**config.mk**
```make
export PLATFORM = sky130hd
export DESIGN_NAME = ext_bus_timer
export DESIGN_NICKNAME = d
export VERILOG_FILES = /design/src/rtl/ext_bus_timer_pkg.sv /design/src/rtl/ebt_cfg_decode.sv /design/src/rtl/ebt_cycle_seq.sv /design/src/rtl/ebt_strobe_gen.sv /design/src/rtl/ext_bus_timer.sv
export SDC_FILE = /design/constraint.sdc
export NUM_CORES = 1
export LEC_CHECK = 0
export ABC_CLOCK_PERIOD_IN_PS = 6100
export BUFFER_PORTS_ARGS = -buffer_cell sky130_fd_sc_hd__buf_2
export CAP_MARGIN = 30
export CORE_MARGIN = 2
export CORE_UTILIZATION = 25
export CTS_CLUSTER_SIZE = 20
export DETAILED_ROUTE_END_ITERATION = 6
export SYNTH_ARGS = -nofsm -noshare
export SYNTH_HDL_FRONTEND = slang
export SYNTH_SLANG_ARGS = --single-unit
```
**constraint.sdc**
```tcl
create_clock -name clk -period 6.1 [get_ports clk]
set_input_delay 1.22 -clock clk [delete_from_list [all_inputs] [get_ports clk]]
set_output_delay 1.22 -clock clk [all_outputs]
set_load 0.01 [all_outputs]
```
**src/rtl/ext_bus_timer_pkg.sv**
```systemverilog
package ext_bus_timer_pkg;
  localparam int CNT_W = 5;
  localparam int DLY_W = 2;
  localparam int MIN_CNT = 4;

  typedef struct packed {
    logic [CNT_W-1:0] neg_cnt;
    logic [CNT_W-1:0] end_cnt;
    logic [DLY_W-1:0] addr_hold;
    logic [DLY_W-1:0] strb_dly;
    logic [DLY_W-1:0] start_dly;
  } timing_t;
endpackage

```
**src/rtl/ebt_cfg_decode.sv**
```systemverilog
module ebt_cfg_decode
  import ext_bus_timer_pkg::*;
#(
  parameter int WORD_W = 2*CNT_W + 3*DLY_W
) (
  input  logic [WORD_W-1:0] word_i,
  input  logic [1:0]        ratio_i,
  output timing_t           cfg_o,
  output logic              bad_o
);
  localparam int EXT_W = CNT_W + 1;
  localparam logic [CNT_W-1:0] MINV = CNT_W'(MIN_CNT);

  timing_t          raw;
  logic [DLY_W-1:0] lim;
  logic [EXT_W-1:0] s_plus_a;

  assign raw = timing_t'(word_i);

  always_comb begin
    case (ratio_i)
      2'd1:    lim = DLY_W'(0);
      2'd2:    lim = DLY_W'(1);
      default: lim = {DLY_W{1'b1}};
    endcase
  end

  assign s_plus_a = EXT_W'(raw.start_dly) + EXT_W'(raw.addr_hold);

  always_comb begin
    cfg_o           = raw;
    cfg_o.start_dly = (raw.start_dly > lim) ? lim : raw.start_dly;
    cfg_o.end_cnt   = (raw.end_cnt < MINV) ? MINV : raw.end_cnt;
    cfg_o.neg_cnt   = (raw.neg_cnt < MINV) ? MINV : raw.neg_cnt;
  end

  assign bad_o = (raw.end_cnt < MINV) || (raw.neg_cnt < MINV) ||
                 (raw.end_cnt < raw.neg_cnt) ||
                 (EXT_W'(raw.end_cnt) < s_plus_a) ||
                 (raw.start_dly > lim);
endmodule

```
**src/rtl/ebt_cycle_seq.sv**
```systemverilog
module ebt_cycle_seq
  import ext_bus_timer_pkg::*;
(
  input  logic             clk,
  input  logic             rst,
  input  logic             req_i,
  input  logic             dir_i,
  input  timing_t          cfg_i,
  input  logic             bad_i,
  output logic             act_nxt_o,
  output logic [CNT_W-1:0] cnt_nxt_o,
  output timing_t          cfg_nxt_o,
  output logic             dir_nxt_o,
  output logic             busy_o,
  output logic             err_o
);
  logic             busy_q, dir_q, err_q, accept;
  logic [CNT_W-1:0] cnt_q;
  timing_t          cfg_q;

  assign accept = req_i && !busy_q;

  always_comb begin
    act_nxt_o = busy_q;
    cnt_nxt_o = cnt_q;
    cfg_nxt_o = cfg_q;
    dir_nxt_o = dir_q;
    if (accept) begin
      act_nxt_o = 1'b1;
      cnt_nxt_o = '0;
      cfg_nxt_o = cfg_i;
      dir_nxt_o = dir_i;
    end else if (busy_q) begin
      if (cnt_q == cfg_q.end_cnt) begin
        act_nxt_o = 1'b0;
        cnt_nxt_o = '0;
      end else begin
        cnt_nxt_o = cnt_q + 1'b1;
      end
    end
  end

  always_ff @(posedge clk) begin
    if (rst) begin
      busy_q <= 1'b0;
      cnt_q  <= '0;
      cfg_q  <= '0;
      dir_q  <= 1'b0;
      err_q  <= 1'b0;
    end else begin
      busy_q <= act_nxt_o;
      cnt_q  <= cnt_nxt_o;
      cfg_q  <= cfg_nxt_o;
      dir_q  <= dir_nxt_o;
      err_q  <= err_q | (accept & bad_i);
    end
  end

  assign busy_o = busy_q;
  assign err_o  = err_q;

  AST_CNT_STEP: assert property (@(posedge clk) disable iff (rst)
    (busy_q && cnt_q != cfg_q.end_cnt) |=> (busy_q && cnt_q == $past(cnt_q) + 1'b1));
  AST_ERR_STICKY: assert property (@(posedge clk) disable iff (rst)
    err_q |=> err_q);
  AST_CFG_HELD: assert property (@(posedge clk) disable iff (rst)
    (busy_q && $past(busy_q)) |-> $stable(cfg_q));
endmodule

```
**src/rtl/ebt_strobe_gen.sv**
```systemverilog
module ebt_strobe_gen
  import ext_bus_timer_pkg::*;
(
  input  logic             clk,
  input  logic             rst,
  input  logic             act_i,
  input  logic [CNT_W-1:0] cnt_i,
  input  timing_t          cfg_i,
  input  logic             dir_i,
  output logic             cs_o,
  output logic             adv_o,
  output logic             rd_o,
  output logic             wr_o,
  output logic             done_o
);
  localparam int EXT_W = CNT_W + 1;

  logic [EXT_W-1:0] k, s, sw, sa, e, n;
  logic             cs_n, str_n;

  assign k  = EXT_W'(cnt_i);
  assign s  = EXT_W'(cfg_i.start_dly);
  assign sw = s + EXT_W'(cfg_i.strb_dly);
  assign sa = s + EXT_W'(cfg_i.addr_hold);
  assign e  = EXT_W'(cfg_i.end_cnt);
  assign n  = EXT_W'(cfg_i.neg_cnt);

  assign cs_n  = act_i && (k >= s) && (k < e);
  assign str_n = cs_n && (k >= sw) && (k < n);

  always_ff @(posedge clk) begin
    if (rst) begin
      cs_o   <= 1'b0;
      adv_o  <= 1'b0;
      rd_o   <= 1'b0;
      wr_o   <= 1'b0;
      done_o <= 1'b0;
    end else begin
      cs_o   <= cs_n;
      adv_o  <= cs_n && (k <= sa);
      rd_o   <= str_n && dir_i;
      wr_o   <= str_n && !dir_i;
      done_o <= act_i && (k == e);
    end
  end

  AST_ONE_STROBE: assert property (@(posedge clk) disable iff (rst)
    !(rd_o && wr_o));
  AST_STROBE_IN_CS: assert property (@(posedge clk) disable iff (rst)
    (rd_o || wr_o) |-> cs_o);
  AST_ADDR_IN_CS: assert property (@(posedge clk) disable iff (rst)
    adv_o |-> cs_o);
  AST_DONE_PULSE: assert property (@(posedge clk) disable iff (rst)
    done_o |=> !done_o);
endmodule

```
**src/rtl/ext_bus_timer.sv**
```systemverilog
module ext_bus_timer
  import ext_bus_timer_pkg::*;
#(
  parameter int WORD_W = 2*CNT_W + 3*DLY_W
) (
  input  logic              clk,
  input  logic              rst,
  input  logic              req_i,
  input  logic              rd_nwr_i,
  input  logic [WORD_W-1:0] timing_word_i,
  input  logic [1:0]        clk_ratio_i,
  output logic              cs_o,
  output logic              addr_valid_o,
  output logic              rd_strobe_o,
  output logic              wr_strobe_o,
  output logic              done_o,
  output logic              busy_o,
  output logic              config_error_o
);
  timing_t          dec_cfg, cfg_nxt;
  logic             dec_bad, act_nxt, dir_nxt;
  logic [CNT_W-1:0] cnt_nxt;

  ebt_cfg_decode #(.WORD_W(WORD_W)) u_dec (
    .word_i (timing_word_i),
    .ratio_i(clk_ratio_i),
    .cfg_o  (dec_cfg),
    .bad_o  (dec_bad)
  );

  ebt_cycle_seq u_seq (
    .clk      (clk),
    .rst      (rst),
    .req_i    (req_i),
    .dir_i    (rd_nwr_i),
    .cfg_i    (dec_cfg),
    .bad_i    (dec_bad),
    .act_nxt_o(act_nxt),
    .cnt_nxt_o(cnt_nxt),
    .cfg_nxt_o(cfg_nxt),
    .dir_nxt_o(dir_nxt),
    .busy_o   (busy_o),
    .err_o    (config_error_o)
  );

  ebt_strobe_gen u_gen (
    .clk   (clk),
    .rst   (rst),
    .act_i (act_nxt),
    .cnt_i (cnt_nxt),
    .cfg_i (cfg_nxt),
    .dir_i (dir_nxt),
    .cs_o  (cs_o),
    .adv_o (addr_valid_o),
    .rd_o  (rd_strobe_o),
    .wr_o  (wr_strobe_o),
    .done_o(done_o)
  );

  AST_CS_NEEDS_BUSY: assert property (@(posedge clk) disable iff (rst)
    (cs_o || done_o) |-> busy_o);
  AST_DONE_THEN_IDLE: assert property (@(posedge clk) disable iff (rst)
    done_o |=> !busy_o);
endmodule

```
# Word level (Yosys, flattened, before mapping)
# Cells that the tools add are included.
# word_totals
ram_bits,0
elab_cells,61
in_bits,22
register_bits,29
out_inout_bits,7
memories,0
latchBits,0
romBits,0
# classes
eq_ne,4
shift,0
n_div,0
reduce_logical,15
order_cmp,10
n_mux,12
n_addsub,4
n_bitwise,2
n_mul,0
# op_table
operator,n
$mux W5,5
$mux W16,1
$lt A5 B5 Y1,3
$eq A5 B5 Y1,2
$lt A5 B3 Y1 const B,2
$add A2 B2 Y3,3
$logic_and A1 B1 Y1,9
$ge A5 B6 Y1,1
$le A5 B6 Y1,1
$lt A5 B6 Y1,1
$add A5 B1 Y5 const B,1
$ge A5 B2 Y1,1
$logic_or A1 B1 Y1,4
$mux W1,4
$pmux W2 S2,1
$eq A2 B1 Y1 const B,1
$eq A2 B2 Y1 const B,1
$gt A2 B2 Y1,1
$logic_not A1 Y1,2
$mux W2,1
$and A1 B1 Y1,1
$or A1 B1 Y1,1

# Depth between registers and ports, before layout
# Gate-level depths: netlist of the first run.
# logic_depth
ltp_word,11
mapped_depth,17
ltp_nobuf,17

# Modules after synthesis
# Synthesis of the first run repeated with hierarchy kept, for this count alone.
# unflattened
hier_cells,236
hier_area_um2,2299.7
# modules_own_cells
module,seq_area_each_um2,cells_per_inst,area_per_inst_um2,instances
ebt_cycle_seq,480.5,111,1251.2,1
ebt_strobe_gen,100.1,71,644.4,1
ebt_cfg_decode,0.0,54,404.1,1

# Worst setup path after synthesis of the first run
# OpenSTA, ideal clock, no wires.
# synth_timing
path_kind,input port to flip-flop
from,input port clk_ratio_i[1]
to,register u_gen.rd_o
setup_time_ns,0.126
slack_ns,1.997
arrival_ns,3.977
path_buffers,0
t_required_ns,5.974
stages,16
cell_sequence,inv_1 > ha_1 > inv_1 > ha_1 > nor2b_1 > o21ai_0 > a21oi_1 > o21ai_0 > ha_1 > inv_1 > fa_1 > ha_1 > a21oi_1 > nor2b_1 > o31ai_1 > nor3_1
# synth_lines
item,line,source
from (decl),ext_bus_timer.sv:11,"input logic [1:0] clk_ratio_i,"
to (signal assigned),ebt_strobe_gen.sv:41,rd_o <= str_n && dir_i;
to (decl),ebt_strobe_gen.sv:12,"output logic rd_o,"

==> results of run 1 <==
[metrics by stage]
stage | setup WS (ns) | cells
2_1_floorplan | 2.00 | 216
3_3_place_gp | 1.66 | 342
3_5_place_dp | 1.44 | 342
4_1_cts | 1.74 | 350
5_1_grt | 1.51 | 350
6_report | 1.77 | 350
[flip-flops by register name, indices dropped and copies added (netlist names)]
signal	count
u_seq.dir_q	1
u_seq.err_o	1
u_gen.cs_o	1
u_seq.cnt_q	5
u_seq.busy_o	1
u_seq.cfg_q	16
u_gen.done_o	1
u_gen.adv_o	1
u_gen.rd_o	1
u_gen.wr_o	1
[power groups by stage]
stage / combinational, mW / sequential [mW] / clock (mW)
after floorplan: 0.103 / 0.216 / 0
after global placement: 0.140 / 0.217 / 0
after detailed placement: 0.146 / 0.218 / 0
after CTS: 0.147 / 0.213 / 0.212
after global routing: 0.166 / 0.215 / 0.221
final: 0.143 / 0.213 / 0.209
[kinds of logic after synthesis]
kind of cell	after synthesis	synth area share
flops	29	0.298
xor+xnor	7	0.0315
mux	6	0.0308
fa+ha+maj	34	0.230
simple gates	66	0.173
compound gates	48	0.183
buf+inv	26	0.0539
[cell usage in the layout (no fill, tap or decap), drive strengths merged, types with 5 or more instances in the layout]
master	count
ha	31
buf	31
dfxtp	29
nor2	20
inv	19
nand2	14
a21oi	12
nor2b	8
a21o	8
o21ai	7
clkbuf	7
mux2i	6
nand2b	5
xnor2	5
nor3	5
a211oi	5
[layer usage]
layer,share of wire,vias to the layer above,global-route usage
li1,-,822,-
met1,0.44,720,0.136
met2,0.49,24,0.203
met3,0.042,8,0.0252
met4,0.023,0,0.0510
met5,0,-,0
[area by class of cell]
cell class,instances,share of cell area
clock buffer,7,0.0372
clock inverter,1,0.0129
inverter,19,0.0307
multi-input combinational,161,0.544
sequential,29,0.250
tap,102,0.0550
timing repair buffer,31,0.0700
[worst min-delay path by stage]
stage	start	slack [ns]	end	cells after the start
after floorplan	u_seq.cfg_q[2]	0.44	u_seq.cfg_q[2]	2
after global placement	u_seq.cfg_q[2]	0.45	u_seq.cfg_q[2]	2
after detailed placement	u_seq.cfg_q[2]	0.46	u_seq.cfg_q[2]	2
after CTS	u_seq.cfg_q[2]	0.47	u_seq.cfg_q[2]	2
after global routing	u_seq.cfg_q[2]	0.50	u_seq.cfg_q[2]	2
final	u_seq.cfg_q[2]	0.46	u_seq.cfg_q[2]	2
[worst max-delay path: cells and delay by family]
kind | cells | cell delay [ns]
adder cells (fa/ha/maj) | 5 | 1.50
AO/OA/AOI/OAI | 5 | 1.31
AND/OR/NAND/NOR | 3 | 0.26
buffers and inverters | 4 | 0.19
==> flow_summary.json, run 1 <==
{
  "netlist_top_cells_area": "dfxtp_1 30%, ha_1 20%, inv_1 3.7%, nor2_1 3.7%, a21oi_1 3.1%",
  "placed_area_um2": 2210,
  "end_kind": "register",
  "worst_r2r_path_depth": 10,
  "ff_latch_area_um2": 581,
  "drive_gt1_frac": 0.181,
  "clock_path_buffers": 2,
  "grt_max_degree": 25,
  "power_mw": 0.565,
  "cp_cell_sequence": "buf_2, inv_1, ha_1, inv_1, ha_1, nor2b_1, o21ai_0, a21oi_1, o21ai_0, ha_1, inv_1, fa_1, ha_1, a21oi_1, nor2b_1, o31ai_1, nor3_1",
  "path_max_fanout": 4,
  "clkPwrFrac": 0.369,
  "multiInputGateArea_um2": 1260,
  "final.setup_skew_ns": 0.00448,
  "netlist_area_um2": 1950,
  "p_int_mw": 0.399,
  "critPathRequiredTime_ns": 6.26,
  "startpoint_type": "input pin",
  "ys_seq_area_frac": 0.298,
  "tightest_slew_ns": 0.644,
  "synthFlopType": "dfxtp_1",
  "p_leak_nw": 1.09,
  "drt_wl_total_um": 4480,
  "power_frac_seq": 0.377,
  "path_common_cell": "ha_1",
  "yosysMostFrequentCell": "ha_1",
  "hold_class": "reg2reg",
  "yosys-top-cells-count": "31 x ha_1, 29 x dfxtp_1, 19 x inv_1, 19 x nor2_1, 13 x nand2_1",
  "grt_pass1_vias": 1642,
  "critPathMaxStageDelay_ns": 0.47,
  "drc": 0,
  "io_buffers": 28,
  "p_sw_mw": 0.166,
  "synth.distinct_cells": 43,
  "async_flop_share": 0,
  "syn_avg_cell_area_um2": 9.02,
  "antenna_found_initial": 0,
  "synth_fp_nets": 272,
  "hold_viol_final": 0,
  "setup_viol": 0,
  "hpwl_um": 3560,
  "cts-root-buf": "clkbuf_8",
  "gr-usage-all-layers": 0.116,
  "setup-tns-final_ns": 0,
  "ys_ff_latch": 29,
  "htree_num_levels": 2,
  "ant_nets": 0,
  "postCtsHoldBufs": 0,
  "period_share": 0.710,
  "route.vias.total": 1574,
  "hold_ws_ns": 0.465,
  "finalCriticalPeriod_ns": 4.33,
  "rows": 32,
  "outcome": "complete, no violations",
  "peakVddDrop_v": 0.0000666,
  "first_pass_iters": 4,
  "cts_sinks": 29,
  "via_per_inst": 4.50,
  "synth_cells": 216,
  "final_core_util": 0.304,
  "synth_top_cell_by_area": "dfxtp_1",
  "crit_start": "clk_ratio_i[1]",
  "start_util": 0.255,
  "fill_cells": 807,
  "slowest_stage": "o21ai_0",
  "pin_count": 29,
  "swShare": 0.294,
  "wl_per_cell_um": 12.8,
  "maxCapViolations": 0,
  "die_w_um": 92.3,
  "slew_headroom": 0.570,
  "fin_nets": 303,
  "critPathCapture": "u_gen.rd_o",
  "combPwrFrac": 0.254,
  "synth_top_area_share": 0.298,
  "antennaDiodeCount": 0,
  "clk_latency_ns": 0.28,
  "final_design_area_no_fill_um2": 2320,
  "r2r-start": "u_seq.busy_o",
  "die-area_um2": 8520,
  "area_growth_syn_to_layout_pct": 19.1,
  "r2r_end": "u_gen.rd_o",
  "cts_setup_buffers": 0,
  "cts_resized": 0,
  "core_area_um2": 7650,
  "maxSlewViolCount": 0,
  "numCtsBuffers": 5,
  "rsz0062_at_grt": "no",
  "fmax_mhz": 231,
  "power_density_nw_per_um2": 243,
  "drt_iter0_drc": 78,
  "grt_remaining_overflow": 0,
  "clkTransAtPathRegs_ns": 0.06,
  "yosysWarnings": 0,
  "grt_pass1_wl_um": 7670,
  "path_class": "in2reg",
  "cp.arrival_ns": 4.50,
  "rrSetupSlack_ns": 2.71,
  "synth_edf_count": 0,
  "routabilityCongestion": 0.846,
  "die_y_um": 92.3,
  "cts_tree": "yes"
}
(Power assumes the default switching activity.)
==> run 2: changes to the inputs <==
- ABC_CLOCK_PERIOD_IN_PS: 6100 -> 3600
- clock period: 6.1 -> 3.6 ns (I/O delays scaled with it)
==> flow_summary.json, run 2 (same netlist as run 1, synthesis figures left out) <==
{
  "critPathRequiredTime_ns": 3.77,
  "critPathMaxStageDelay_ns": 0.41,
  "drive_gt1_frac": 0.227,
  "outcome": "complete, no violations",
  "rrSetupSlack_ns": 0.44,
  "setup_viol": 0,
  "fin_nets": 310,
  "grt_remaining_overflow": 0,
  "htree_num_levels": 2,
  "crit_start": "clk_ratio_i[0]",
  "end_kind": "register",
  "die_w_um": 92.3,
  "clk_latency_ns": 0.28,
  "antennaDiodeCount": 0,
  "maxSlewViolCount": 0,
  "cts_tree": "yes",
  "cp_cell_sequence": "buf_2, ha_1, inv_1, ha_1, nor2b_2, o21ai_2, nor2_1, a21oi_2, o21ai_2, ha_1, inv_1, fa_1, ha_1, a21oi_1, nor2b_1, o31ai_2, nor3_1",
  "reg_top3": "u_seq.cfg_q: 16 flops, u_seq.cnt_q: 5 flops",
  "drc": 0,
  "period_share": 0.945,
  "path_common_cell": "ha_1",
  "regMostFlops": "u_seq.cfg_q",
  "hold_ws_ns": 0.463,
  "first_pass_iters": 4,
  "path_max_fanout": 4,
  "grt_pass1_vias": 1709,
  "path_depth": 17,
  "hold_class": "reg2reg",
  "start_util": 0.255,
  "cp_top_family": "adder cells",
  "ant_nets": 0,
  "cp.arrival_ns": 3.57,
  "clkTransAtPathRegs_ns": 0.06,
  "postCtsHoldBufs": 0,
  "crit_buf_inv": 3,
  "p_leak_nw": 1.13,
  "final_core_util": 0.315,
  "slew_headroom": 0.302,
  "rows": 32,
  "grt_pass1_wl_um": 8030,
  "maxCapViolations": 0,
  "cts_sinks": 29,
  "peakVddDrop_v": 0.000107,
  "route.vias.total": 1624,
  "core_area_um2": 7650,
  "tightest_slew_ns": 1.04,
  "die_y_um": 92.3,
  "slowest_stage": "fa_1",
  "wl_per_cell_um": 13.0,
  "drt_wl_total_um": 4660,
  "io_buffers": 28,
  "hpwl_um": 3550,
  "worstHoldPathCells": 2,
  "hold_start": "u_seq.cfg_q[2]",
  "layout_commonest_cell": "ha_1",
  "cts-root-buf": "clkbuf_8",
  "r2r-start": "u_seq.cnt_q[2]",
  "gr-usage-all-layers": 0.120,
  "startpoint_type": "input pin",
  "path_class": "in2reg",
  "die-area_um2": 8520,
  "rsz0062_at_grt": "yes",
  "hold_viol_final": 0,
  "via_per_inst": 4.55,
  "antenna_found_initial": 0,
  "pin_count": 29,
  "numCtsBuffers": 5,
  "routabilityCongestion": 0.820,
  "drt_iter0_drc": 109,
  "most-common-layout-cells": "30 x ha_1, 29 x dfxtp_1, 28 x buf_2",
  "largest_reg_flops": 16,
  "fmax_mhz": 294,
  "finalCriticalPeriod_ns": 3.40,
  "clock_path_buffers": 2,
  "fill_cells": 787,
  "area_growth_syn_to_layout_pct": 23.4,
  "worst_r2r_path_depth": 12,
  "grt_max_degree": 25,
  "final.setup_skew_ns": 0.00286,
  "power_density_nw_per_um2": 410
}
## run 2: through the flow
| stage | setup slack (ns) | setup TNS, ns | power (mW) | instances | cell area [um2] |
|---|---|---|---|---|---|
| 3_5_place_dp | -0.364 | -1.01 | 0.628 | 347 | 2240 |
| 2_1_floorplan | 0.0996 | 0 | 0.540 | 216 | 1950 |
| 5_1_grt | -0.0218 | -0.0218 | 1.06 | 357 | 2410 |
| 4_1_cts | 0.0295 | 0 | 0.986 | 355 | 2360 |
| 6_report | 0.197 | 0 | 0.986 | 357 | 2410 |
| 3_3_place_gp | -0.198 | -0.478 | 0.620 | 347 | 2240 |
## run 2: worst reg2reg max path, stage by stage, from the launching register on
cell,delay (ns)
dfxtp_1,0.48
xnor2_1,0.17
nand3_2,0.17
nor2_4,0.26
o21ai_0,0.11
a21boi_0,0.30
nor2_1,0.19
ha_1,0.33
a21o_1,0.18
a21o_1,0.17
a221oi_1,0.33
o211ai_2,0.20
nor3_1,0.21
## run 2: layer usage
layer	routed length [um]	vias up	global-route usage
li1	-	842	-
met1	2030	746	0.144
met2	2330	27	0.209
met3	191	9	0.0269
met4	110	0	0.0410
met5	0	-	0
## run 2: final cells by class
cell class / count / area [um2] / area share
multi-input combinational: 161 / 1290 / 0.538
sequential: 29 / 581 / 0.241
timing repair buffer: 38 / 215 / 0.0894
tap: 102 / 128 / 0.0530
clock buffer: 7 / 86.3 / 0.0359
inverter: 19 / 71.3 / 0.0296
clock inverter: 1 / 30.0 / 0.0125
## run 2: timing repair
action / in CTS / in global routing
buffers inserted: 0 / 2
setup endpoints to repair: 3 / 3
resized for setup: 1 / 6
pin swaps: 0 / 3
endpoints found under the hold margin: 0 / 0
## run 2: report_power, final
| group | switching [mW] | leakage (nW) | total [mW] | internal, mW |
|---|---|---|---|---|
| combinational | 0.148 | 0.837 | 0.276 | 0.128 |
| sequential | 0.0158 | 0.238 | 0.360 | 0.345 |
| clock | 0.125 | 0.0585 | 0.350 | 0.225 |
| total | 0.289 | 1.13 | 0.986 | 0.697 |
## run 2: path summary, 6_finish.rpt
path / endpoint
max: u_gen.wr_o
min: u_seq.cfg_q[2]
max reg2reg: u_gen.wr_o
min reg2reg: u_seq.cfg_q[2]
